<file path="config.mk">
export PLATFORM = sky130hd
export DESIGN_NAME = spi_master_core
export DESIGN_NICKNAME = d
export VERILOG_FILES = /design/src/rtl/spi_master_pkg.sv /design/src/rtl/spi_tick_gen.sv /design/src/rtl/spi_shift_engine.sv /design/src/rtl/spi_master_core.sv
export SDC_FILE = /design/constraint.sdc
export NUM_CORES = 1
export LEC_CHECK = 0
export ABC_CLOCK_PERIOD_IN_PS = 2500
export BUFFER_PORTS_ARGS = -buffer_cell sky130_fd_sc_hd__buf_2
export CAP_MARGIN = 40
export CORE_ASPECT_RATIO = 1.75
export CORE_UTILIZATION = 45
export DETAILED_ROUTE_END_ITERATION = 10
export PLACE_DENSITY = 0.79
export SYNTH_ARGS = -nofsm -noshare
export SYNTH_HDL_FRONTEND = slang
export SYNTH_SLANG_ARGS = --single-unit
</file>
<file path="constraint.sdc">
create_clock -name clk -period 2.5 [get_ports clk]
set_input_delay 0.25 -clock clk [delete_from_list [all_inputs] [get_ports clk]]
set_output_delay 0.25 -clock clk [all_outputs]
set_load 0.03 [all_outputs]
</file>
<file path="src/rtl/spi_master_pkg.sv">
package spi_master_pkg;

    localparam int BYTE_W = 8;

    typedef enum logic [1:0] {
        ADDR_CTRL = 2'd0,
        ADDR_STAT = 2'd1,
        ADDR_DATA = 2'd2,
        ADDR_NONE = 2'd3
    } reg_addr_e;

    // control byte, bit 7 down to bit 0
    typedef struct packed {
        logic       hold_b7;
        logic       hold_b6;
        logic [1:0] rate;
        logic       cpha;
        logic       cpol;
        logic       irq_en;
        logic       enable;
    } ctrl_t;

    // status flags, bit 2 down to bit 0
    typedef struct packed {
        logic fault;
        logic coll;
        logic done;
    } flags_t;

endpackage

</file>
<file path="src/rtl/spi_tick_gen.sv">
module spi_tick_gen #(
    parameter int HALF0 = 1,
    parameter int HALF1 = 2,
    parameter int HALF2 = 8,
    parameter int HALF3 = 16
) (
    input  logic       clk,
    input  logic       rst_n,
    input  logic       run_i,
    input  logic [1:0] rate_i,
    output logic       tick_o
);
    localparam int HMAX_A = (HALF0 > HALF1) ? HALF0 : HALF1;
    localparam int HMAX_B = (HALF2 > HALF3) ? HALF2 : HALF3;
    localparam int HMAX   = (HMAX_A > HMAX_B) ? HMAX_A : HMAX_B;
    localparam int CW     = $clog2(HMAX + 1);

    function automatic int half_sel(input logic [1:0] r);
        case (r)
            2'd0:    return HALF0;
            2'd1:    return HALF1;
            2'd2:    return HALF2;
            default: return HALF3;
        endcase
    endfunction

    logic [CW-1:0] cnt_d, cnt_q;
    logic [CW-1:0] lim_m1;

    always_comb begin
        lim_m1 = CW'(half_sel(rate_i) - 1);
        tick_o = run_i && (cnt_q >= lim_m1);
        if (!run_i || tick_o) cnt_d = '0;
        else                  cnt_d = cnt_q + 1'b1;
    end

    always_ff @(posedge clk or negedge rst_n) begin
        if (!rst_n) cnt_q <= '0;
        else        cnt_q <= cnt_d;
    end


    slow_tick_chk: assert property (@(posedge clk) disable iff (!rst_n)
        (tick_o && rate_i != 2'd0) |=> (!tick_o || rate_i == 2'd0));

endmodule

</file>
<file path="src/rtl/spi_shift_engine.sv">
module spi_shift_engine #(
    parameter int W = 8
) (
    input  logic         clk,
    input  logic         rst_n,
    input  logic         start_i,
    input  logic [W-1:0] tx_i,
    input  logic         tick_i,
    input  logic         miso_i,
    input  logic         cpol_i,
    input  logic         cpha_i,
    output logic         busy_o,
    output logic         sck_o,
    output logic         mosi_o,
    output logic         done_o,
    output logic [W-1:0] rx_o
);
    localparam int PHASES = 2 * W;
    localparam int PW     = $clog2(PHASES);

    typedef struct packed {
        logic          busy;
        logic [PW-1:0] phase;
        logic [W-1:0]  tx;
        logic [W-1:0]  rx;
    } eng_t;

    eng_t st_d, st_q;

    always_comb begin
        st_d   = st_q;
        done_o = 1'b0;
        if (start_i && !st_q.busy) begin
            st_d.busy  = 1'b1;
            st_d.phase = '0;
            st_d.tx    = tx_i;
        end else if (st_q.busy && tick_i) begin
            if (!st_q.phase[0]) begin
                st_d.rx    = {st_q.rx[W-2:0], miso_i};
                st_d.phase = st_q.phase + 1'b1;
            end else if (st_q.phase == PW'(PHASES - 1)) begin
                st_d.busy  = 1'b0;
                st_d.phase = '0;
                done_o     = 1'b1;
            end else begin
                st_d.tx    = {st_q.tx[W-2:0], 1'b0};
                st_d.phase = st_q.phase + 1'b1;
            end
        end
    end

    always_ff @(posedge clk or negedge rst_n) begin
        if (!rst_n) st_q <= '0;
        else        st_q <= st_d;
    end

    assign busy_o = st_q.busy;
    assign sck_o  = st_q.busy ? (cpol_i ^ cpha_i ^ st_q.phase[0]) : cpol_i;
    assign mosi_o = st_q.tx[W-1];
    assign rx_o   = st_q.rx;


    busy_end_chk: assert property (@(posedge clk) disable iff (!rst_n)
        done_o |=> !busy_o);


    start_load_chk: assert property (@(posedge clk) disable iff (!rst_n)
        (start_i && !busy_o) |=> (busy_o && mosi_o == $past(tx_i[W-1])));


    sck_hold_chk: assert property (@(posedge clk) disable iff (!rst_n)
        (busy_o && !tick_i && !start_i && $stable(cpol_i) && $stable(cpha_i))
        |=> (busy_o && $stable(sck_o)));

endmodule

</file>
<file path="src/rtl/spi_master_core.sv">
module spi_master_core
    import spi_master_pkg::*;
#(
    parameter int HALF0 = 1,
    parameter int HALF1 = 2,
    parameter int HALF2 = 8,
    parameter int HALF3 = 16
) (
    input  logic       clk,
    input  logic       rst_n,
    input  logic [1:0] addr_i,
    input  logic       we_i,
    input  logic       re_i,
    input  logic [7:0] wdata_i,
    output logic [7:0] rdata_o,
    input  logic       miso_i,
    output logic       sck_o,
    output logic       mosi_o,
    output logic       busy_o,
    output logic       irq_o
);
    typedef struct packed {
        ctrl_t             ctrl;
        flags_t            flags;
        flags_t            clr_mask;
        logic [BYTE_W-1:0] rx_data;
    } regs_t;

    regs_t r_d, r_q;

    logic              eng_busy, eng_done, tick, start;
    logic [BYTE_W-1:0] eng_rx;
    logic              wr_data, rd_data, wr_stat, rd_stat, wr_ctrl;

    always_comb begin
        wr_ctrl = we_i && (addr_i == ADDR_CTRL);
        wr_stat = we_i && (addr_i == ADDR_STAT);
        rd_stat = re_i && (addr_i == ADDR_STAT);
        wr_data = we_i && (addr_i == ADDR_DATA) && r_q.ctrl.enable;
        rd_data = re_i && (addr_i == ADDR_DATA);
        start   = wr_data && !eng_busy;

        r_d = r_q;
        if (wr_ctrl) r_d.ctrl = ctrl_t'(wdata_i);
        if ((wr_data || rd_data) && (r_q.clr_mask != '0)) begin
            r_d.flags    = r_q.flags & ~r_q.clr_mask;
            r_d.clr_mask = '0;
        end
        if (rd_stat && (r_q.flags != '0)) r_d.clr_mask = r_q.flags;
        if (wr_data && eng_busy) r_d.flags.coll = 1'b1;
        if (eng_done) begin
            r_d.flags.done = 1'b1;
            r_d.clr_mask   = '0;
            r_d.rx_data    = eng_rx;
        end
        r_d.flags.fault = 1'b0;
    end

    always_ff @(posedge clk or negedge rst_n) begin
        if (!rst_n) r_q <= '0;
        else        r_q <= r_d;
    end

    always_comb begin
        rdata_o = '0;
        if (re_i) begin
            case (addr_i)
                ADDR_CTRL: rdata_o = r_q.ctrl;
                ADDR_STAT: rdata_o = {5'b0, r_q.flags};
                ADDR_DATA: rdata_o = r_q.rx_data;
                default:   rdata_o = '0;
            endcase
        end
    end

    assign irq_o  = r_q.ctrl.irq_en && r_q.flags.done;
    assign busy_o = eng_busy;

    spi_tick_gen #(
        .HALF0 (HALF0),
        .HALF1 (HALF1),
        .HALF2 (HALF2),
        .HALF3 (HALF3)
    ) i_tick (
        .clk    (clk),
        .rst_n  (rst_n),
        .run_i  (eng_busy),
        .rate_i (r_q.ctrl.rate),
        .tick_o (tick)
    );

    spi_shift_engine #(
        .W (BYTE_W)
    ) i_engine (
        .clk     (clk),
        .rst_n   (rst_n),
        .start_i (start),
        .tx_i    (wdata_i),
        .tick_i  (tick),
        .miso_i  (miso_i),
        .cpol_i  (r_q.ctrl.cpol),
        .cpha_i  (r_q.ctrl.cpha),
        .busy_o  (eng_busy),
        .sck_o   (sck_o),
        .mosi_o  (mosi_o),
        .done_o  (eng_done),
        .rx_o    (eng_rx)
    );


    coll_set_chk: assert property (@(posedge clk) disable iff (!rst_n)
        (we_i && addr_i == ADDR_DATA && r_q.ctrl.enable && busy_o) |=> r_q.flags.coll);


    stat_wr_chk: assert property (@(posedge clk) disable iff (!rst_n)
        (wr_stat && !eng_done) |=> $stable(r_q.flags));


    dis_wr_chk: assert property (@(posedge clk) disable iff (!rst_n)
        (we_i && addr_i == ADDR_DATA && !r_q.ctrl.enable && !busy_o) |=> !busy_o);


    done_set_chk: assert property (@(posedge clk) disable iff (!rst_n)
        $fell(busy_o) |-> r_q.flags.done);

endmodule

</file>
==> impl_metrics.ini, run 1 <==
[job]
maxCapViolCount = 0

[yosys]
synth_top_family_by_area = multiplexers
yosysWarningCount = 0
synthXorXnorAreaFrac_pct = 1.89
yosysSeqAreaShare_pct = 49.8
yosysUniqueCellTypes = 36
syn_inst = 195
syn_avg_cell_area_um2 = 11.9
synthSimpleGateAreaFrac_pct = 12.1
synth-compound-area-share_pct = 8.38
synth_fa_ha_area_share_pct = 4.33
synth_top_flop_cell = dfrtp_1
syn_nets = 218
ys_async_sr_fraction_pct = 100
netlist_area_um2 = 2310
synth_mux_area_share_pct = 19.7
synth_edf_count = 0
ys_seq_elements = 46

[sta]
setup_viol = 0
finClkSkew_ps = 14.9
min_period_ps = 2440
fin_tns_setup_ps = 0
fmax_ghz = 0.410
relSlewSlack_pct = 56.4
fin_crit_sh_pct = 97.5
tightest_slew_ps = 651
hold_violations = 0
drv_slew = 0
rsz0062_at_grt = no

[worst_setup_path]
regToRegEndpoint = i_engine.st_q[9]$_DFFE_PN0P_
crit_path_end = i_engine.st_q[9]$_DFFE_PN0P_
critical_path_class = register to register
critPathCaptureType = register
worstPathMaxFanout = 8
rr_startpoint = r_q[19]$_DFFE_PN0P_
cp-startpoint = r_q[19]$_DFFE_PN0P_
rr_worst_depth = 9
cp.required_ps = 2680
critPathSlowestCell = dfrtp_1
ff2ff_setup_slack_ps = 60
cp_slowest_stage_delay_ps = 400
path_depth = 9
worst_setup_path_start_kind = register
path_delay_family = compound AO/OA/AOI/OAI gates
crit_arrival_ps = 2620
cp_cell_sequence = or2_4 > ha_4 > ha_1 > a21oi_2 > o21ai_2 > a41o_1 > a31o_1 > buf_12 > mux2_4
cp_num_buf_inv = 1

[final_layout]
final_common_cell = dfrtp_1
n_antenna_cell = 0
final_cell_mix = dfrtp_1 (46), buf_2 (26), mux2_2 (24)
final_nets = 252
area_growth_pct = 17.1
drive_gt1_share_pct = 36.1

[worst_hold_path]
worst_hold_path_type = input port to register

[clock_tree]
root_buffer = clkbuf_8
clock-sinks = 46
htreeDepth = 2
cts_tree = done
insertion_delay_ps = 300
cts.clk_slew.worst_paths_ps = 80
max-clock-path-buffers = 2
cts_made_buffers = 5

[power_and_ir_drop]
power_density_nw_per_um2 = 865
peakVddDrop_mv = 0.563
p_total_w = 0.00234
p_leak_nw = 1.33

[placed_design]
port_buffers = 26
gp_congestion = 0.801
post-dp-hpwl_um = 3360

[route]
drtPass1Iterations = 4
vias = 1540
post_drt_wl_per_cell_um = 16.1
antenna_left = 0
drt_iter0_markers = 22
remaining_drc_errors = 0
drt-total-wl_um = 4570
viasPerCell = 5.42

[global_route]
antenna_found_initial = 0
grt_pass1_wl_um = 7390
grt.overflow.total = 0
grt_max_degree = 28
grt_pass1_vias = 1513
gr-usage-all-layers_pct = 17.7

[die]
start_util_pct = 46.5
die_h_um = 96.9
ios = 27
core_area_um2 = 4980
row_count = 34
die_x_um = 56.2
dieArea_um2 = 5440

[status]
status = complete, no violations
power by group:
| group | internal [W] | leakage [nW] | total [W] | switching [W] |
|---|---|---|---|---|
| clock network | 0.000299 | 0.0524 | 0.000541 | 0.000241 |
| registers | 0.000891 | 0.603 | 0.00104 | 0.000150 |
| logic | 0.000384 | 0.676 | 0.000763 | 0.000378 |
| total | 0.00157 | 1.33 | 0.00234 | 0.000769 |
what timing repair did:
item	CTS	global route
setup buffers	0	1
setup endpoints to repair	19	23
hold buffers	1	0
gates resized for setup	1	7
pin swaps	1	6
endpoints found under the hold margin	19	0
flip-flops by register name, summed over array words and instances (netlist names):
name,count
i_engine.mosi_o,1
i_engine.rx_o,8
r_q,20
i_engine.busy_o,1
i_engine.st_q,11
i_tick.cnt_q,5
metrics by stage:
stage / std cells / setup WS (ps) / instance area, um2 / hold WS, ps / utilization, %
global placement: 273 / 25.1 / 2520 / 475 / 50.6
detailed placement: 274 / 5.16 / 2540 / 231 / 51.0
CTS: 283 / 50.0 / 2660 / 185 / 53.3
finish: 284 / 61.3 / 2710 / 196 / 54.4
global route: 284 / 8.93 / 2710 / 188 / 54.4
floorplan: 195 / 41.2 / 2310 / -45.6 / -
final cells by class:
cell class | instances | area [um2]
fillers | 446 | 2270
flip-flops and latches | 46 | 1150
multi-input cells | 135 | 1120
repair buffers | 35 | 241
clock buffers | 7 | 76.3
well taps | 54 | 67.6
clock inverters | 1 | 30.0
inverters | 6 | 22.5
cells in the mapped netlist, types with 3 or more instances:
| master | n | share of area, % |
|---|---|---|
| nand3_1 | 8 | 1.7 |
| dfrtp_1 | 46 | 50 |
| buf_6 | 4 | 1.9 |
| mux2_2 | 24 | 12 |
| ha_1 | 8 | 4.3 |
| and2_1 | 3 | 0.81 |
| nand2_1 | 12 | 1.9 |
| a22o_1 | 8 | 3.0 |
| inv_1 | 6 | 0.97 |
| mux2_4 | 7 | 4.5 |
| o21ai_0 | 7 | 1.5 |
| a21oi_1 | 8 | 1.7 |
| mux2i_1 | 8 | 3.5 |
| nor2b_1 | 4 | 1.1 |
| xor2_1 | 3 | 1.1 |
| nor2_1 | 15 | 2.4 |
cells by family after synthesis:
logic type | Yosys count
and+or+nand+nor | 53
DFF | 46
AOI/OAI and AO/OA | 29
muxes | 39
adders and majority gates | 8
other | 1
xor gates and xnor gates | 5
buffers and inverters | 14
worst min-delay path by stage:
stage	startpoint	end	cells past startpoint
6_report	miso_i	i_engine.rx_o[0]$_DFFE_PN0P_	2
5_1_grt	miso_i	i_engine.rx_o[0]$_DFFE_PN0P_	2
4_1_cts	miso_i	i_engine.rx_o[0]$_DFFE_PN0P_	2
3_5_place_dp	rst_n	r_q[11]$_DFFE_PN0P_	1
3_3_place_gp	rst_n	r_q[11]$_DFFE_PN0P_	1
2_1_floorplan	rst_n	i_engine.busy_o$_DFFE_PN0P_	0
per-layer routing:
layer  part of all wire, %  global-route usage (%)  vias up  routed length (um)
met1                    39                    21.1      765                1800
li1                      -                       -      748                   -
met5                     0                       0        -                   0
met2                    56                    30.6       19                2560
met4                   2.3                    7.88        0                 104
met3                   2.2                    3.21        8                 100
(Power assumes the default switching activity.)
==> inputs of run 2 (changes only) <==
--- a/config.mk
+++ b/config.mk
@@ -12,6 +12,8 @@
 export CORE_UTILIZATION = 45
 export DETAILED_ROUTE_END_ITERATION = 10
 export PLACE_DENSITY = 0.79
+export RECOVER_POWER = 100
+export SLEW_MARGIN = 15
 export SYNTH_ARGS = -nofsm -noshare
 export SYNTH_HDL_FRONTEND = slang
 export SYNTH_SLANG_ARGS = --single-unit
==> impl_metrics.ini, run 2 (synthesized netlist as in run 1, its figures left out) <==
[clock_tree]
cts.clk_slew.worst_paths_ps = 80
htreeDepth = 2
clock-sinks = 46
insertion_delay_ps = 300
max-clock-path-buffers = 2
root_buffer = clkbuf_8
cts_made_buffers = 5
cts_tree = done

[route]
drt-total-wl_um = 4550
viasPerCell = 5.39
vias = 1532
drt_iter0_markers = 19
antenna_left = 0
drtPass1Iterations = 4
post_drt_wl_per_cell_um = 16.0
remaining_drc_errors = 0

[sta]
relSlewSlack_pct = 21.0
finClkSkew_ps = 14.1
fmax_ghz = 0.411
drv_slew = 0
min_period_ps = 2430
fin_crit_sh_pct = 97.4
setup_viol = 0
rsz0062_at_grt = no
tightest_slew_ps = 1180
fin_tns_setup_ps = 0
hold_violations = 0

[final_layout]
final_nets = 252
n_antenna_cell = 0
drive_gt1_share_pct = 29.1
fin_util_pct = 53.7
final_cell_mix = dfrtp_1 (46), mux2_2 (24), clkbuf_1 (16)
area_growth_pct = 15.5
final_common_cell = dfrtp_1
fill_cells = 454
largest_reg_flops = 20
regMostFlops = r_q

[power_and_ir_drop]
seqPwrFrac_pct = 44.6
power_density_nw_per_um2 = 872
internal_power_w = 0.00156
peakVddDrop_mv = 0.548
power_frac_comb_pct = 32.1
swShare_pct = 33.0
p_leak_nw = 1.27
clkPwrFrac_pct = 23.2
power_switching_w = 0.000768

[global_route]
grt_pass1_vias = 1513
grt_pass1_wl_um = 7390
antenna_found_initial = 0
grt.overflow.total = 0
grt_max_degree = 28
gr-usage-all-layers_pct = 17.7

[job]
maxCapViolCount = 0

[die]
die_x_um = 56.2
die_h_um = 96.9
core_area_um2 = 4980
dieArea_um2 = 5440
start_util_pct = 46.5
ios = 27
row_count = 34

[worst_setup_path]
worstPathMaxFanout = 8
critPathCaptureType = register
cp.required_ps = 2680
critical_path_class = register to register
crit_arrival_ps = 2610
worst_setup_path_start_kind = register

[placed_design]
port_buffers = 26
gp_congestion = 0.801
post-dp-hpwl_um = 3360

[status]
status = complete, no violations

[worst_hold_path]
worst_hold_path_type = input port to register
run 2: changes by cell type in the layout (fill, tap and decap cells not counted):
cell	before	now
buf_2	26	12
clkbuf_1	2	16
a31o_1	1	2
a31o_2	1	0
buf_12	3	2
buf_4	4	3
clkbuf_2	0	1
clkbuf_4	0	1
nor3b_1	1	2
nor3b_2	1	0
run 2: cell type report:
cell class                 instances  area (um2)  area share, %
clock inverter                     1        30.0           1.12
multi-input combinational        135        1110           41.7
tap                               54        67.6           2.53
timing repair buffer              35         209           7.82
inverter                           6        22.5          0.843
sequential                        46        1150           43.1
clock buffer                       7        76.3           2.86
run 2: through the flow:
stage / area, um2 / total power, W / hold slack [ps] / worst slack, ps / instances
floorplan: 2310 / 0.00153 / -45.6 / 41.2 / 195
global placement: 2520 / 0.00171 / 475 / 25.1 / 273
detailed placement: 2540 / 0.00174 / 231 / 5.16 / 274
CTS: 2660 / 0.00229 / 185 / 50.0 / 283
global route: 2670 / 0.00248 / 188 / 10.0 / 284
finish: 2670 / 0.00233 / 192 / 65.2 / 284
run 2: final timing paths:
kind / from / end / slack (ps) / cells after the start
min in group asynchronous: rst_n / r_q[11]$_DFFE_PN0P_ / 640 / 2
worst min-delay path: miso_i / i_engine.rx_o[0]$_DFFE_PN0P_ / 190 / 2
worst max register to register: r_q[19]$_DFFE_PN0P_ / i_engine.st_q[9]$_DFFE_PN0P_ / 70 / 9
worst max-delay path: r_q[19]$_DFFE_PN0P_ / i_engine.st_q[9]$_DFFE_PN0P_ / 70 / 9
max in group asynchronous: rst_n / i_engine.st_q[11]$_DFFE_PN0P_ / 610 / 3
worst min register to register: i_tick.cnt_q[0]$_DFF_PN0_ / i_tick.cnt_q[0]$_DFF_PN0_ / 510 / 1
run 2: what timing repair did:
action	4_1_cts	5_1_grt
endpoints found under the hold margin	19	0
setup buffers	0	1
gates resized for setup	1	7
endpoints found under the setup margin	19	23
pin swaps	1	6
hold buffers	1	0
run 2: per-layer routing:
metal | part of all wire, % | vias up | wire length, um | track usage (%)
met5 | 0 | - | 0 | 0
met4 | 2.5 | 0 | 112 | 7.88
met3 | 2.0 | 8 | 93 | 3.21
met2 | 56 | 16 | 2550 | 30.6
met1 | 40 | 762 | 1800 | 21.1
li1 | - | 746 | - | -
run 2: worst max-delay path, cell delays in order (launching register included):
cell and delay (ps):
dfrtp_1 400, or2_4 280, ha_4 230, ha_1 200, a21oi_2 150, o21ai_2 70, a41o_1 270, a31o_1 250
buf_12 150, mux2_4 290
run 2: power groups by stage:
stage	combinational, W	sequential (W)	clock, W
4_1_cts	0.000704	0.00104	0.000551
2_1_floorplan	0.000537	0.000995	0
3_5_place_dp	0.000694	0.00105	0
6_report	0.000748	0.00104	0.000541
3_3_place_gp	0.000671	0.00104	0
5_1_grt	0.000831	0.00106	0.000584
==> inputs of run 3 (changes only) <==
--- a/config.mk
+++ b/config.mk
@@ -11,6 +11,7 @@
 export CORE_ASPECT_RATIO = 1.75
 export CORE_UTILIZATION = 45
 export DETAILED_ROUTE_END_ITERATION = 10
+export MAX_ROUTING_LAYER = met4
 export PLACE_DENSITY = 0.79
 export RECOVER_POWER = 100
 export SLEW_MARGIN = 15
==> impl_metrics.ini, run 3 (synthesized netlist as in run 1, its figures left out) <==
[worst_setup_path]
critPathCaptureType = register
path_delay_family = compound AO/OA/AOI/OAI gates
worstPathMaxFanout = 8
cp_cell_sequence = or2_4 > ha_4 > ha_1 > a21oi_2 > o21ai_2 > a41o_1 > a31o_1 > buf_12 > mux2_4
worst_setup_path_start_kind = register
cp.required_ps = 2680
critPathSlowestCell = dfrtp_1
crit_arrival_ps = 2610
critical_path_class = register to register
cp_slowest_stage_delay_ps = 400
cp_num_buf_inv = 1

[final_layout]
regMostFlops = r_q
final_area_um2 = 2670
final_nets = 252
final_common_cell = dfrtp_1
instances_no_fill = 284
area_growth_pct = 15.5
drive_gt1_share_pct = 29.1
largest_reg_flops = 20
fin_util_pct = 53.7
n_antenna_cell = 0
final_cell_mix = dfrtp_1 (46), mux2_2 (24), clkbuf_1 (16)

[route]
antenna_left = 0
drt-total-wl_um = 4560
remaining_drc_errors = 0
viasPerCell = 5.39
drtPass1Iterations = 4
drt_iter0_markers = 19
vias = 1531
post_drt_wl_per_cell_um = 16.0

[clock_tree]
htreeDepth = 2
root_buffer = clkbuf_8
cts_tree = done
insertion_delay_ps = 300
max-clock-path-buffers = 2
cts.clk_slew.worst_paths_ps = 80
cts_made_buffers = 5
clock-sinks = 46

[sta]
fin_tns_setup_ps = 0
fmax_ghz = 0.411
tightest_slew_ps = 1180
hold_violations = 0
fin_crit_sh_pct = 97.4
finClkSkew_ps = 14.1
relSlewSlack_pct = 21.0
drv_slew = 0
setup_viol = 0
min_period_ps = 2430
rsz0062_at_grt = no

[die]
die_h_um = 96.9
start_util_pct = 46.5
ios = 27
core_area_um2 = 4980
row_count = 34
dieArea_um2 = 5440
die_x_um = 56.2

[global_route]
grt_max_degree = 28
grt.overflow.total = 0
grt_pass1_vias = 1514
grt_pass1_wl_um = 7390
antenna_found_initial = 0
gr-usage-all-layers_pct = 18.2

[power_and_ir_drop]
p_leak_nw = 1.27
power_density_nw_per_um2 = 872
p_total_w = 0.00233
peakVddDrop_mv = 0.549

[job]
maxCapViolCount = 0

[worst_hold_path]
worst_hold_path_type = input port to register

[placed_design]
dpl_cell_area_um2 = 2540
gp_congestion = 0.813
dp_cells = 274
post-dp-hpwl_um = 3360
port_buffers = 26

[status]
status = complete, no violations
-- run 3: final timing paths --
check | from | endpoint | slack (ps) | depth (start not counted)
max in group asynchronous | rst_n | i_engine.st_q[11]$_DFFE_PN0P_ | 610 | 3
worst max-delay path | r_q[19]$_DFFE_PN0P_ | i_engine.st_q[9]$_DFFE_PN0P_ | 70 | 9
worst min register to register | i_tick.cnt_q[0]$_DFF_PN0_ | i_tick.cnt_q[0]$_DFF_PN0_ | 510 | 1
min in group asynchronous | rst_n | r_q[11]$_DFFE_PN0P_ | 640 | 2
worst max register to register | r_q[19]$_DFFE_PN0P_ | i_engine.st_q[9]$_DFFE_PN0P_ | 70 | 9
worst min-delay path | miso_i | i_engine.rx_o[0]$_DFFE_PN0P_ | 190 | 2
-- run 3: repair_timing --
item / 4_1_cts / 5_1_grt
gates resized for setup: 1 / 7
endpoints found under the hold margin: 19 / 0
hold buffers: 1 / 0
endpoints found under the setup margin: 19 / 23
setup buffers: 0 / 1
pin swaps: 1 / 6
-- run 3: layout make-up --
| type | instances | area (um2) |
|---|---|---|
| Inverter | 6 | 22.5 |
| Fill cell | 454 | 2310 |
| Clock inverter | 1 | 30.0 |
| Clock buffer | 7 | 76.3 |
| Multi-Input combinational cell | 135 | 1110 |
| Sequential cell | 46 | 1150 |
| Tap cell | 54 | 67.6 |
| Timing Repair Buffer | 35 | 209 |
-- run 3: power by group --
group | switching, W | internal (W)
registers | 0.000149 | 0.000891
clock network | 0.000242 | 0.000299
logic | 0.000377 | 0.000371
total | 0.000768 | 0.00156
-- run 3: metal layers --
| metal | global-route usage [%] | vias up | wire length [um] |
|---|---|---|---|
| met5 | - | - | 0 |
| met4 | 7.88 | 0 | 112 |
| met3 | 2.94 | 8 | 80 |
| met2 | 30.6 | 16 | 2550 |
| met1 | 21.3 | 761 | 1820 |
| li1 | - | 746 | - |
-- run 3: metrics by stage --
step / setup slack, ps / hold slack (ps)
after floorplan: 41.2 / -45.6
after global placement: 25.1 / 475
after detailed placement: 5.16 / 231
after CTS: 50.0 / 185
after global routing: 10.0 / 188
final: 65.3 / 192
-- run 3: worst register-to-register path: stages, from the launching register on --
cell and delay (ps):
dfrtp_1 400, or2_4 280, ha_4 230, ha_1 200
a21oi_2 150, o21ai_2 70, a41o_1 270, a31o_1 250
buf_12 150, mux2_4 300
